[src/rtl/acc_alu_pkg.sv]
`timescale 1ns/1ps
// Package: operation codes shared by the accumulator ALU and its checker.
// Assumes the two-operand code is 3 bits and the single-operand code 4 bits.
package acc_alu_pkg;

    typedef enum logic [2:0] {
        BOP_ADC  = 3'd0,
        BOP_SUBC = 3'd1,
        BOP_CEQ  = 3'd2,
        BOP_CGT  = 3'd3,
        BOP_ADD  = 3'd4,
        BOP_AND  = 3'd5,
        BOP_XOR  = 3'd6,
        BOP_OR   = 3'd7
    } bin_op_e;

    typedef enum logic [3:0] {
        UOP_NOP  = 4'd0,
        UOP_CLR  = 4'd1,
        UOP_INC  = 4'd2,
        UOP_DEC  = 4'd3,
        UOP_SWAP = 4'd4,
        UOP_DCOR = 4'd5,
        UOP_RLC  = 4'd6,
        UOP_RRC  = 4'd7,
        UOP_SC   = 4'd8,
        UOP_RC   = 4'd9,
        UOP_SKCC = 4'd10,
        UOP_SKCS = 4'd11,
        UOP_TSTM = 4'd12
    } un_op_e;

endpackage

[src/rtl/acc_alu_adder.sv]
`timescale 1ns/1ps
// Module: split adder giving the sum, the carry out of the top bit and the
// carry out of the lower half (half-carry).
// Assumes DATA_W is even; the half-carry boundary is DATA_W/2.
module acc_alu_adder #(
    parameter int DATA_W = 8
) (
    input  logic [DATA_W-1:0] a_i,
    input  logic [DATA_W-1:0] b_i,
    input  logic              cin_i,
    output logic [DATA_W-1:0] sum_o,
    output logic              cout_o,
    output logic              hcout_o
);
    localparam int HALF  = DATA_W / 2;
    localparam int UPPER = DATA_W - HALF;

    logic [HALF:0]  lo_sum;
    logic [UPPER:0] hi_sum;

    // Add the lower half first so its carry feeds the upper half.
    always_comb begin
        lo_sum  = {1'b0, a_i[HALF-1:0]} + {1'b0, b_i[HALF-1:0]}
                + {{HALF{1'b0}}, cin_i};
        hi_sum  = {1'b0, a_i[DATA_W-1:HALF]} + {1'b0, b_i[DATA_W-1:HALF]}
                + {{UPPER{1'b0}}, lo_sum[HALF]};
        sum_o   = {hi_sum[UPPER-1:0], lo_sum[HALF-1:0]};
        cout_o  = hi_sum[UPPER];
        hcout_o = lo_sum[HALF];
    end

endmodule

[src/rtl/acc_alu_binary.sv]
`timescale 1ns/1ps
// Module: two-operand operations (add/subtract with carry, plain add,
// logic and the two compare-and-skip forms).
// Assumes unsigned compares; the flag outputs pass the inputs through
// unless the operation is one of the two carry-chained arithmetic codes.
module acc_alu_binary
    import acc_alu_pkg::*;
#(
    parameter int DATA_W = 8
) (
    input  logic [2:0]        op_i,
    input  logic [DATA_W-1:0] a_i,
    input  logic [DATA_W-1:0] b_i,
    input  logic              c_i,
    input  logic              hc_i,
    output logic [DATA_W-1:0] res_o,
    output logic              c_o,
    output logic              hc_o,
    output logic              we_o,
    output logic              skip_o
);
    logic [DATA_W-1:0] add_b;
    logic              add_cin;
    logic [DATA_W-1:0] add_sum;
    logic              add_cout;
    logic              add_hcout;

    // Pick the adder's operand and carry-in: invert for subtract, no carry for plain add.
    always_comb begin
        add_b   = (bin_op_e'(op_i) == BOP_SUBC) ? ~b_i : b_i;
        add_cin = (bin_op_e'(op_i) == BOP_ADD) ? 1'b0 : c_i;
    end

    acc_alu_adder #(.DATA_W(DATA_W)) u_add (
        .a_i    (a_i),
        .b_i    (add_b),
        .cin_i  (add_cin),
        .sum_o  (add_sum),
        .cout_o (add_cout),
        .hcout_o(add_hcout)
    );

    // Select the result, the flag values and the skip request per code.
    always_comb begin
        res_o  = a_i;
        c_o    = c_i;
        hc_o   = hc_i;
        we_o   = 1'b0;
        skip_o = 1'b0;
        case (bin_op_e'(op_i))
            BOP_ADC, BOP_SUBC: begin
                res_o = add_sum;
                c_o   = add_cout;
                hc_o  = add_hcout;
                we_o  = 1'b1;
            end
            BOP_ADD: res_o  = add_sum;
            BOP_CEQ: skip_o = (a_i != b_i);
            BOP_CGT: skip_o = !(a_i > b_i);
            BOP_AND: res_o  = a_i & b_i;
            BOP_XOR: res_o  = a_i ^ b_i;
            BOP_OR:  res_o  = a_i | b_i;
            default: res_o  = a_i;
        endcase
    end

endmodule

[src/rtl/acc_alu_unary.sv]
`timescale 1ns/1ps
// Module: single-operand accumulator operations, carry control, carry
// tests and test under mask.
// Assumes the operand byte is used only as the mask of the mask test;
// unlisted codes pass the accumulator through untouched.
module acc_alu_unary
    import acc_alu_pkg::*;
#(
    parameter int DATA_W = 8
) (
    input  logic [3:0]        op_i,
    input  logic [DATA_W-1:0] a_i,
    input  logic [DATA_W-1:0] b_i,
    input  logic              c_i,
    input  logic              hc_i,
    output logic [DATA_W-1:0] res_o,
    output logic              c_o,
    output logic              hc_o,
    output logic              we_o,
    output logic              skip_o
);
    localparam int HALF = DATA_W / 2;
    localparam logic [DATA_W-1:0] LO_ADJ = DATA_W'(6);
    localparam logic [DATA_W-1:0] HI_ADJ = LO_ADJ << HALF;

    logic [DATA_W-1:0] dcor_val;

    // Decimal correct: take 6 off each digit that produced no carry.
    always_comb begin
        dcor_val = a_i - (c_i ? '0 : HI_ADJ) - (hc_i ? '0 : LO_ADJ);
    end

    // Select the result, the flag values and the skip request per code.
    always_comb begin
        res_o  = a_i;
        c_o    = c_i;
        hc_o   = hc_i;
        we_o   = 1'b0;
        skip_o = 1'b0;
        case (un_op_e'(op_i))
            UOP_CLR:  res_o = '0;
            UOP_INC:  res_o = a_i + DATA_W'(1);
            UOP_DEC:  res_o = a_i - DATA_W'(1);
            UOP_SWAP: res_o = {a_i[HALF-1:0], a_i[DATA_W-1:HALF]};
            UOP_DCOR: res_o = dcor_val;
            UOP_RLC: begin
                res_o = {a_i[DATA_W-2:0], c_i};
                c_o   = a_i[DATA_W-1];
                we_o  = 1'b1;
            end
            UOP_RRC: begin
                res_o = {c_i, a_i[DATA_W-1:1]};
                c_o   = a_i[0];
                we_o  = 1'b1;
            end
            UOP_SC: begin
                c_o  = 1'b1;
                we_o = 1'b1;
            end
            UOP_RC: begin
                c_o  = 1'b0;
                we_o = 1'b1;
            end
            UOP_SKCC: skip_o = !c_i;
            UOP_SKCS: skip_o = c_i;
            UOP_TSTM: skip_o = ((a_i & b_i) == '0);
            default:  res_o  = a_i;
        endcase
    end

endmodule

[src/rtl/acc_alu_core.sv]
`timescale 1ns/1ps
// Module: top of the accumulator ALU. Chooses between the two-operand and
// single-operand paths and registers the outcome for one cycle.
// Assumes a new operation may be presented every cycle; the synchronous
// active-low reset clears all registered outputs.
module acc_alu_core
    import acc_alu_pkg::*;
#(
    parameter int DATA_W = 8
) (
    input  logic              clk,
    input  logic              rst_n,
    input  logic              is_unary,
    input  logic [2:0]        bin_op,
    input  logic [3:0]        un_op,
    input  logic [DATA_W-1:0] acc_in,
    input  logic [DATA_W-1:0] opnd_in,
    input  logic              carry_in,
    input  logic              hcarry_in,
    output logic [DATA_W-1:0] res_out,
    output logic              carry_out,
    output logic              hcarry_out,
    output logic              flag_we,
    output logic              skip_req
);
    logic [DATA_W-1:0] b_res, u_res, n_res;
    logic              b_c, b_hc, b_we, b_skip;
    logic              u_c, u_hc, u_we, u_skip;
    logic              n_c, n_hc, n_we, n_skip;

    acc_alu_binary #(.DATA_W(DATA_W)) u_bin (
        .op_i  (bin_op),
        .a_i   (acc_in),
        .b_i   (opnd_in),
        .c_i   (carry_in),
        .hc_i  (hcarry_in),
        .res_o (b_res),
        .c_o   (b_c),
        .hc_o  (b_hc),
        .we_o  (b_we),
        .skip_o(b_skip)
    );

    acc_alu_unary #(.DATA_W(DATA_W)) u_una (
        .op_i  (un_op),
        .a_i   (acc_in),
        .b_i   (opnd_in),
        .c_i   (carry_in),
        .hc_i  (hcarry_in),
        .res_o (u_res),
        .c_o   (u_c),
        .hc_o  (u_hc),
        .we_o  (u_we),
        .skip_o(u_skip)
    );

    // Route the selected path's results toward the output register.
    always_comb begin
        if (is_unary) begin
            n_res = u_res; n_c = u_c; n_hc = u_hc; n_we = u_we; n_skip = u_skip;
        end else begin
            n_res = b_res; n_c = b_c; n_hc = b_hc; n_we = b_we; n_skip = b_skip;
        end
    end

    // Output register with synchronous active-low clear.
    always_ff @(posedge clk) begin
        if (!rst_n) begin
            res_out    <= '0;
            carry_out  <= 1'b0;
            hcarry_out <= 1'b0;
            flag_we    <= 1'b0;
            skip_req   <= 1'b0;
        end else begin
            res_out    <= n_res;
            carry_out  <= n_c;
            hcarry_out <= n_hc;
            flag_we    <= n_we;
            skip_req   <= n_skip;
        end
    end

endmodule

[config.mk]
export PLATFORM = sky130hd
export DESIGN_NAME = acc_alu_core
export DESIGN_NICKNAME = d
export VERILOG_FILES = /design/src/rtl/acc_alu_pkg.sv /design/src/rtl/acc_alu_adder.sv /design/src/rtl/acc_alu_binary.sv /design/src/rtl/acc_alu_unary.sv /design/src/rtl/acc_alu_core.sv
export SDC_FILE = /design/constraint.sdc
export NUM_CORES = 1
export LEC_CHECK = 0
export CORE_ASPECT_RATIO = 1.25
export CORE_MARGIN = 2
export CORE_UTILIZATION = 30
export CTS_CLUSTER_SIZE = 8
export DETAILED_ROUTE_END_ITERATION = 6
export PLACE_DENSITY = 0.49
export SYNTH_ARGS = -nofsm -noshare
export SYNTH_HDL_FRONTEND = slang
export SYNTH_SLANG_ARGS = --single-unit
export TNS_END_PERCENT = 50
[constraint.sdc]
create_clock -name clk -period 4.4 [get_ports clk]
set_clock_uncertainty 0.2 [all_clocks]
set_input_delay 0.66 -clock clk [delete_from_list [all_inputs] [get_ports clk]]
set_output_delay 0.66 -clock clk [all_outputs]
set_load 0.1 [all_outputs]
==> impl_metrics.ini <==
[cts]
cts_root_buffer = clkbuf_8
clk_pin_slew_ps = 50
cts_setup_buffers = 0
cts_buffers = 3
cts_buffer_depth = 2
htreeDepth = 1
cts_hold_buf = 0
clock-sinks = 12
cts_tree = built
ctsResizeCount = 0

[route]
post-route-drc-count = 0
drt_first_pass_iters = 4
ant_nets = 0
drt_iter0_markers = 153
via_per_inst = 5.14
wl_um = 8640
vias = 2652
wire_per_inst_um = 16.7

[place]
pre_cts_ws_ps = 56.6
globalplace.congestion = 0.878
hpwl_um = 7000
io_buffer_count = 39

[grt]
grt_first_pass_wirelength_um = 13600
track_usage_pct = 18.4
grt_max_degree = 25
grt_overflow = 0
antenna_found_initial = 0
grt_pass1_vias = 2596

[floorplanning]
initial_utilization_pct = 30.5
die_y_um = 109
die_width_um = 87.7
row_count = 38
core_area_mm2 = 0.00861
dieArea_mm2 = 0.00952
ioPinCount = 40

[hold_path]
min_to = skip_req
hold-path-cell-count = 4
hold_class = input pin to flip-flop
hold_start = un_op[3]

[yosys]
syn_nets = 433
synth_top_area_cell = ha_1
ys_seq_area_share_pct = 9.15
synthArstFlopShare_pct = 0
synth_commonest_cells = ha_1, o21ai_0, inv_1
synth_area_leaders = ha_1, dfxtp_1, o21ai_0
synth_edf_count = 0
ys.flop_type = dfxtp_1
yosysMostFrequentCell = ha_1
yosys.area.top_type_share_pct = 21.9
synth_cell_type_count = 53
syn_area_mm2 = 0.00263
synth_warnings = 0
synth.avg_cell_area_um2 = 7.42
synthCells = 354
synth_seq_cells = 12

[sta]
rsz0062_at_grt = false
hold_viol_final = 0
setup_viol = 0
post-route-min-period_ps = 4100
tightest_slew_ps = 983
fin_tns_setup_ps = 0
slew_violations = 0
max_freq_mhz = 244
setup_slack_ps = 303
slew_headroom_pct = 34.3
period_share_pct = 93.1

[critical_path]
worstSetupEndpointType = flip-flop
start_kind = input pin
worstPathMaxFanout = 2
cp.required_ps = 4360
criticalPathCategory = input pin to flip-flop
crit_arrival_ps = 4060

[power]
power_density_mw_per_mm2 = 196
p_sw_w = 0.000289
p_leak_nw = 1.45
combPwrFrac_pct = 62.8
peakVddDrop_mv = 0.139
intPower_w = 0.000349
seq_power_share_pct = 19.1
p_clk_share_pct = 18.1
switching_share_pct = 45.3

[job]
cap_violations = 0

[cells_and_area]
fin_nets = 476
area_growth_pct = 23.9
num_antenna_cells = 0
final_layout_size_suffix_gt1_share_pct = 6.31

[outcome]
status = completed
-- final cells by class --
type	count	area, um2
inverters	33	124
well taps	120	150
flip-flops and latches	12	240
multi-input cells	291	2170
fillers	919	5350
repair buffers	56	518
clock buffers	4	55.1
-- layout by cell type (no fill, tap or decap), types with 4 or more instances in the layout --
master and instances:
o211ai_1 4, clkbuf_8 4, xnor2_1 18, a211oi_1 7, o21bai_1 4, a211o_1 4, fa_1 5, a21o_1 7
nor4_1 4, xor2_1 7, mux2i_1 6, inv_1 32, o21ai_0 34, dfxtp_1 12, a31oi_1 4, o22ai_1 5
nor2_1 23, ha_1 46, nor3_1 4, buf_4 17, clkdlybuf4s50_1 39, a21oi_1 31, nand2_1 25, nor2b_1 8
-- how the worst max path moves through the flow --
stage	start	end	slack, ps	cells after the start
6_report	bin_op[1]	res_out[5]	300	15
4_1_cts	bin_op[1]	res_out[5]	300	15
3_5_place_dp	bin_op[1]	res_out[5]	60	15
2_1_floorplan	bin_op[2]	res_out[5]	430	16
5_1_grt	bin_op[1]	carry_out	150	16
3_3_place_gp	bin_op[1]	res_out[5]	130	15
-- state kept, by name, summed over array words and instances (netlist names) --
| signal | count |
|---|---|
| flag_we | 1 |
| carry_out | 1 |
| hcarry_out | 1 |
| skip_req | 1 |
| res_out | 8 |
-- metal layers --
metal / GRT usage [%] / vias up / share of wire, %
met1: 23.8 / 1223 / 43
met3: 1.07 / 8 / 3.5
met5: 0 / - / 0
met2: 33.3 / 65 / 53
met4: 3.85 / 0 / 1.1
li1: - / 1356 / -
-- per-stage QoR --
stage / utilization [%] / hold slack (ps) / power [W] / cells / cell area, um2
6_report: 37.8 / 1070 / 0.000639 / 516 / 3250
5_1_grt: 37.8 / 1090 / 0.000683 / 516 / 3250
4_1_cts: 37.8 / 1080 / 0.000640 / 516 / 3250
3_5_place_dp: 37.2 / 1320 / 0.000524 / 512 / 3200
3_3_place_gp: 37.2 / 1330 / 0.000524 / 512 / 3200
2_1_floorplan: - / 647 / 0.000398 / 354 / 2630
-- logic make-up (layout without fill, tap and decap cells) --
| family | count (synthesis) | in the layout | share of synthesized area, % |
|---|---|---|---|
| AOI/OAI and AO/OA | 125 | 125 | 30.6 |
| xor gates and xnor gates | 25 | 25 | 8.34 |
| adders and majority gates | 51 | 51 | 25.7 |
| buffers and inverters | 51 | 93 | 8.34 |
| DFF | 12 | 12 | 9.15 |
| muxes | 6 | 6 | 2.29 |
| and+or+nand+nor | 84 | 84 | 15.6 |
-- power by group through the flow --
stage	Combinational (W)	Clock (W)	Sequential, W
floorplan	0.000201	0	0.000196
global placement	0.000400	0	0.000125
detailed placement	0.000400	0	0.000124
CTS	0.000402	0.000116	0.000122
global route	0.000438	0.000123	0.000123
finish	0.000401	0.000116	0.000122
-- critical path, stage by stage --
cell	delay, ps
clkdlybuf4s50_1	470
nor2_1	60
and2_1	180
xnor2_1	150
fa_1	440
fa_1	410
a21o_1	180
a21o_1	210
fa_1	390
inv_1	80
fa_1	400
nor2b_1	140
o21ai_0	80
o2111ai_1	120
o21ai_0	90
No activity file was read; power rests on OpenSTA's default activity.
